`src/rtl/oep_pkg.sv`:
```
package oep_pkg;
    typedef enum logic [2:0] {
        S_IDLE = 3'd0,
        S_RECV = 3'd1,
        S_SINK = 3'd2,
        S_ACK  = 3'd3,
        S_NAK  = 3'd4
    } oep_state_t;
endpackage

```
`src/rtl/oep_flag_bank.sv`:
```
module oep_flag_bank #(
    parameter int NUM_EP = 8
) (
    input  logic              clk,
    input  logic              rst_n,
    input  logic [NUM_EP-1:0] set_vec,
    input  logic [NUM_EP-1:0] clr_vec,
    output logic [NUM_EP-1:0] q
);
    for (genvar i = 0; i < NUM_EP; i++) begin : g_bit
        always_ff @(posedge clk) begin
            if (!rst_n)
                q[i] <= 1'b0;
            else if (set_vec[i])
                q[i] <= 1'b1;
            else if (clr_vec[i])
                q[i] <= 1'b0;
        end


        set_wins_chk: assert property (@(posedge clk) disable iff (!rst_n)
            set_vec[i] |=> q[i]);

        clr_only_chk: assert property (@(posedge clk) disable iff (!rst_n)
            (clr_vec[i] && !set_vec[i]) |=> !q[i]);
    end
endmodule

```
`src/rtl/oep_seq.sv`:
```
module oep_seq
    import oep_pkg::*;
#(
    parameter int NUM_EP = 8,
    localparam int EPW = (NUM_EP > 1) ? $clog2(NUM_EP) : 1
) (
    input  logic              clk,
    input  logic              rst_n,
    input  logic              tok_valid,
    input  logic [EPW-1:0]    tok_ep,
    input  logic [NUM_EP-1:0] ep_enable,
    input  logic [NUM_EP-1:0] ep_iso,
    input  logic [NUM_EP-1:0] buf_full,
    input  logic              rx_done,
    input  logic              rx_ok,
    output logic              hsk_ack,
    output logic              hsk_nak,
    output logic [NUM_EP-1:0] set_full,
    output logic [NUM_EP-1:0] set_int
);
    oep_state_t state, state_nx;
    logic [EPW-1:0] ep_q;
    logic           iso_q;

    // state register with token capture
    always_ff @(posedge clk) begin
        if (!rst_n) begin
            state <= S_IDLE;
            ep_q  <= '0;
            iso_q <= 1'b0;
        end else begin
            state <= state_nx;
            if (state == S_IDLE && tok_valid) begin
                ep_q  <= tok_ep;
                iso_q <= ep_iso[tok_ep];
            end
        end
    end

    // next state and outputs
    always_comb begin
        state_nx = state;
        hsk_ack  = 1'b0;
        hsk_nak  = 1'b0;
        set_full = '0;
        set_int  = '0;
        unique case (state)
            S_IDLE: begin
                if (tok_valid && ep_enable[tok_ep])
                    state_nx = buf_full[tok_ep] ? S_SINK : S_RECV;
            end
            S_RECV: begin
                if (rx_done) begin
                    if (rx_ok) begin
                        set_full[ep_q] = 1'b1;
                        if (iso_q) begin
                            set_int[ep_q] = 1'b1;
                            state_nx = S_IDLE;
                        end else begin
                            state_nx = S_ACK;
                        end
                    end else begin
                        state_nx = S_IDLE;
                    end
                end
            end
            S_SINK: begin
                if (rx_done)
                    state_nx = iso_q ? S_IDLE : S_NAK;
            end
            S_ACK: begin
                hsk_ack = 1'b1;
                set_int[ep_q] = 1'b1;
                state_nx = S_IDLE;
            end
            S_NAK: begin
                hsk_nak = 1'b1;
                state_nx = S_IDLE;
            end
            default: state_nx = S_IDLE;
        endcase
    end


    ack_single_chk: assert property (@(posedge clk) disable iff (!rst_n)
        hsk_ack |=> !hsk_ack);

    nak_after_data_chk: assert property (@(posedge clk) disable iff (!rst_n)
        hsk_nak |-> $past(rx_done));

    disabled_ignore_chk: assert property (@(posedge clk) disable iff (!rst_n)
        (state == S_IDLE && tok_valid && !ep_enable[tok_ep]) |=> (state == S_IDLE));

    bad_rx_chk: assert property (@(posedge clk) disable iff (!rst_n)
        (state == S_RECV && rx_done && !rx_ok) |=> (state == S_IDLE && !hsk_ack && !hsk_nak));
endmodule

```
`src/rtl/oep_rx_ctrl.sv`:
```
module oep_rx_ctrl #(
    parameter int NUM_EP = 8,
    localparam int EPW = (NUM_EP > 1) ? $clog2(NUM_EP) : 1
) (
    input  logic              clk,
    input  logic              rst_n,
    input  logic              tok_valid,
    input  logic [EPW-1:0]    tok_ep,
    input  logic [NUM_EP-1:0] ep_enable,
    input  logic [NUM_EP-1:0] ep_iso,
    input  logic              rx_done,
    input  logic              rx_ok,
    input  logic              int_clr_we,
    input  logic [NUM_EP-1:0] int_clr_mask,
    input  logic              buf_empty_we,
    input  logic [NUM_EP-1:0] buf_empty_mask,
    output logic              hsk_ack,
    output logic              hsk_nak,
    output logic [NUM_EP-1:0] buf_full,
    output logic [NUM_EP-1:0] int_flags,
    output logic              irq
);
    logic [NUM_EP-1:0] set_full, set_int;
    logic [NUM_EP-1:0] full_clr, int_clr;

    assign full_clr = buf_empty_we ? buf_empty_mask : '0;
    assign int_clr  = int_clr_we ? int_clr_mask : '0;
    assign irq      = |int_flags;

    oep_seq #(.NUM_EP(NUM_EP)) i_seq (
        .clk(clk), .rst_n(rst_n),
        .tok_valid(tok_valid), .tok_ep(tok_ep),
        .ep_enable(ep_enable), .ep_iso(ep_iso), .buf_full(buf_full),
        .rx_done(rx_done), .rx_ok(rx_ok),
        .hsk_ack(hsk_ack), .hsk_nak(hsk_nak),
        .set_full(set_full), .set_int(set_int)
    );

    oep_flag_bank #(.NUM_EP(NUM_EP)) i_full (
        .clk(clk), .rst_n(rst_n),
        .set_vec(set_full), .clr_vec(full_clr), .q(buf_full)
    );

    oep_flag_bank #(.NUM_EP(NUM_EP)) i_int (
        .clk(clk), .rst_n(rst_n),
        .set_vec(set_int), .clr_vec(int_clr), .q(int_flags)
    );


    ack_then_irq_chk: assert property (@(posedge clk) disable iff (!rst_n)
        hsk_ack |=> irq);

    ack_after_full_chk: assert property (@(posedge clk) disable iff (!rst_n)
        hsk_ack |-> buf_full != '0);
endmodule

```
`config.mk`:
```
export PLATFORM = sky130hd
export DESIGN_NAME = oep_rx_ctrl
export DESIGN_NICKNAME = d
export VERILOG_FILES = /design/src/rtl/oep_pkg.sv /design/src/rtl/oep_flag_bank.sv /design/src/rtl/oep_seq.sv /design/src/rtl/oep_rx_ctrl.sv
export SDC_FILE = /design/constraint.sdc
export NUM_CORES = 1
export LEC_CHECK = 0
export ABC_AREA = 1
export BUFFER_PORTS_ARGS = -buffer_cell sky130_fd_sc_hd__buf_4
export CAP_MARGIN = 20
export CORE_ASPECT_RATIO = 1.1
export CORE_MARGIN = 2
export CORE_UTILIZATION = 52
export DETAILED_ROUTE_END_ITERATION = 16
export PLACE_DENSITY = 0.88
export SLEW_MARGIN = 30
export SYNTH_ARGS = -nofsm -noshare
export SYNTH_HDL_FRONTEND = slang
export SYNTH_HIERARCHICAL = 1
export SYNTH_SLANG_ARGS = --single-unit
```
`constraint.sdc`:
```
create_clock -name clk -period 2.2 [get_ports clk]
set_input_delay 0.44 -clock clk [delete_from_list [all_inputs] [get_ports clk]]
set_output_delay 0.44 -clock clk [all_outputs]
set_load 0.03 [all_outputs]
```
; Word level (Yosys, flattened, before mapping)
; Index checks and enable logic that the tools add are counted.
[classes]
order_cmp = 3
eq_ne = 7
muxes = 59
reduce_logical = 22
[op_table]
columns = cell, count
row1 = $mux 8, 8
row2 = $mux 1, 38
row3 = $reduce_bool 2->1, 16
row4 = $pmux 8 s2, 1
row5 = $mux 3, 4
row6 = $bmux 1 s3, 3
row7 = $pmux 3 s3, 1
row8 = $lt 3x4->1 const B, 2
row9 = $reduce_or 8->1, 1
row10 = $eq 3x2->1 const B, 2
row11 = $mux 2, 3
row12 = $ne 2x2->1 const B, 3
row13 = $demux 1 s3, 1
row14 = $eq 3x1->1 const B, 1
row15 = $eq 3x3->1 const B, 1
row16 = $ge 3x1->1 const B, 1
row17 = $logic_and 1x1->1, 3
row18 = $logic_not 3->1, 1
row19 = $reduce_and 3->1, 1
[word_totals]
ff_bits = 23
in_bits = 42
output_inout_bits = 19

; Depth between registers and ports, before layout
[depth]
depth_word = 9
ltp_mapped = 10
ltp_nobuf = 10

; By module
; Netlist, hierarchy kept.
[by_module_without_submodules]
columns = module, instances, cells_per_inst, area_per_inst_um2
row1 = oep_seq, 1, 142, 764.5
row2 = oep_flag_bank, 2, 41, 294.0
row3 = oep_rx_ctrl, 1, 49, 186.4

; Least setup slack after synthesis
; OpenSTA, ideal clock, no wires.
[synth_timing]
path_type = reg2out
from = reg i_seq.state[0]
to = out hsk_nak
t_arrival_ns = 1.019
t_required_ns = 1.760
path_slack_ns = 0.741
stages_incl_launch_ff = 2
n_path_buf = 0
path_cell_list = dfxtp_1 > nor3_1
[synth_between]
elab_chain_len = 2
[synth_lines]
columns = element, line
row1 = "start, declared", oep_seq.sv:21  ; oep_state_t state, state_nx;
row2 = "start signal, assigned", oep_seq.sv:32  ; state <= state_nx;
row3 = $eq 3x3->1, oep_seq.sv:47  ; unique case (state)
row4 = $mux 1, oep_seq.sv:47
row5 = "end, declared", oep_rx_ctrl.sv:18  ; output logic hsk_nak,
; No other way between the ends.

; Final worst setup path
[layout_timing]
from = reg i_seq.state[2]
to = out hsk_ack
[layout_between]
elab_chain_len = 2
[layout_lines]
columns = element, line
row1 = $eq 3x2->1, oep_seq.sv:47
row2 = $mux 1, oep_seq.sv:47
row3 = "end, declared", oep_rx_ctrl.sv:17  ; output logic hsk_ack,
; No other way between the ends.

==> summary.txt <==
Outcome
  – Status: completed

Critical path
  – Worst EP required: 1760 ps
  – Slowest CP cell: dfxtp_1
  – WS Path Type: reg -> out
  – Crit. End Element: output pin
  – Worst Setup Start Kind: flip-flop
  – Largest stage delay on the critical path: 340 ps
  – Worst Path Arrival: between 1000 and 1500 ps
  – Critical path fanouts, max: 3
  – Critical path, cell by cell: inv_1, nand2_1, nor2_1, buf_4

Timing
  – Final Setup Violations: 0
  – Fmax: 614 MHz
  – Setup TNS: 0 ps
  – WHS: about 380 ps
  – Clk_skew: 7.48 ps
  – Min Tclk post-route: approximately 1600 ps
  – RSZ-0062 raised after global routing: no
  – Max Slew Vio Count: 0
  – Rel. slew slack: approximately three quarters
  – Final WS setup: 570 ps
  – Actual slew at the worst max-slew pin: 345 ps
  – Final hold vios: 0
  – Fin crit share: about three quarters

Floorplanning
  – Initial Utilization: approximately 55%
  – DIE HEIGHT: ~61 um
  – Core Area: 0.00280 sq mm
  – IO Pins: 61
  – Die W: 55.9 um
  – Die Footprint: roughly 0.0034 sq mm
  – Site Rows: 20

Clocking
  – Post_cts resized: 0
  – CTS tree: done
  – # hold bufs at CTS: 0
  – CTS Sinks: 23
  – Clock latency on the worst-skew pair: 310 ps
  – Bufs on Longest Clock Path: 2
  – TritonCTS buffer count: 3
  – H-tree Lvls: 1
  – Post-CTS Setup Bufs: 0
  – Reg clk slew, reported paths: 120 ps
  – Root buf cell: clkbuf_4

Global routing
  – Overall routing resource usage: approximately a fifth
  – Vias in the first global route: 1450
  – First-pass GRT wire length: 5770 um
  – Overflow after GRT: 0
  – Initial antenna violation count: 0
  – Largest net degree at the start of global routing: 14

Logic synthesis
  – Yosys reg bits: 23
  – Synth top area share: 29.9%
  – Synth warn: 6
  – Yosys cell types: 18
  – Synthesized netlist cell count: ~270
  – Top cells by area, synth: dfxtp_1, inv_1, nand2_1
  – Sequential share of the synthesized area: 29.9%
  – Dominant cell type by area after synthesis: dfxtp_1
  – Area of the mapped netlist: between 0.0015 and 0.002 sq mm
  – Mean Syn Cell Area: 5.64 sq um
  – Syn_nets: about 320

Finish
  – Area of the multi-input gates: 723 sq um
  – P&R area growth vs syn: 31.6%
  – Diode count: 0
  – Commonest non-fill, non-tap cell in the layout: inv_1
  – Final nets: 376
  – Flip-flop and latch area: 460 sq um
  – Layout cells sized above 1: 25.2%
  – Fill cells: 245
  – Highest-count cells in the layout ignoring fill and taps: inv_1, nand2_1, buf_4

Place
  – Worst Setup Slack post-DPL: slightly above 700 ps
  – Gpl congestion: 0.836
  – Port-buffer cells: 60
  – Hpwl dp: ~2800 um

Routing
  – DRC: 0
  – TritonRoute pass-1 iters: 4
  – Via density: 4.66
  – Post-Route WL: 3350 um
  – Antenna Violating Nets Remaining: 0
  – Wire length per cell: 9.16 um
  – Vias: around 1700
  – DRT iter0 DRCs: 50

Power and ir drop
  – LEAKAGE: ~1.1 nW
  – Final Power: 0.926 mW
  – Worst vdd ir: 351 uV
  – PwrDens: 457 mW/mm^2

Flow run
  – Max_cap viols: 0

Hold path
  – Min-Delay Path Class: in -> reg
[critical path, delay by kind of cell, from the launching register on]
family / cells / cell delay [ps]
simple gates: 2 / 250
buf+inv: 2 / 280
flops: 1 / 340
[worst paths after layout]
kind                       start     endpoint  slack, ps  depth (start not counted)
setup reg to reg  i_seq/state[2]   i_int/q[7]        690                          9
hold reg to reg       i_int/q[2]   i_int/q[2]        490                          2
setup / recovery  i_seq/state[2]      hsk_ack        570                          4
hold / removal             rst_n  i_seq/iso_q        380                          3
[per-layer routing]
metal  global-route usage (%)  share of wire, %  vias to the layer above  wire length [um]
met5                        0                 0                        -                 0
met2                     37.9                47                       70              1580
met3                     3.36               8.3                        4               278
met4                     9.18               1.3                        0                42
met1                     25.7                43                      717              1450
li1                         -                 -                      915                 -
[registers in the layout, indices dropped and copies added (netlist names)]
signal	cells
i_full/q	8
i_int/q	8
i_seq/ep_q	3
i_seq/iso_q	1
i_seq/state	3
[Yosys cell counts (all sizes together)]
cell and number:
inv 86, nand2 72, nand3 28, nor2 28, dfxtp 23, a21oi 21, o21ai 6, buf 4
nor3 3, o221ai 1, or2 1
[area by class of cell]
cell class,count,area share (%)
Multi-Input combinational cell,160,35.7
Sequential cell,23,22.7
Timing Repair Buffer,60,22.2
Inverter,86,15.9
Tap cell,33,2.04
Clock buffer,3,1.11
Clock inverter,1,0.247
[stage by stage]
stage,utilization (%),std cells,instance area (sq um)
global placement,71.3,362,2000
floorplan,-,273,1540
detailed placement,71.3,362,2000
CTS,72.3,366,2030
finish,72.3,366,2030
global route,72.3,366,2030
[report_power, final]
part / internal [mW] / switching [mW]
sequential: 0.436 / 0.0211
combinational: 0.116 / 0.158
clock: 0.0679 / 0.127
total: 0.620 / 0.306
[cell families after synthesis]
kind of cell	share of synthesized area, %
AO/OA/AOI/OAI	9.35
buffers and inverters	23.1
flip-flops	29.9
AND/OR/NAND/NOR	37.6
No activity file was read; power rests on OpenSTA's default activity.
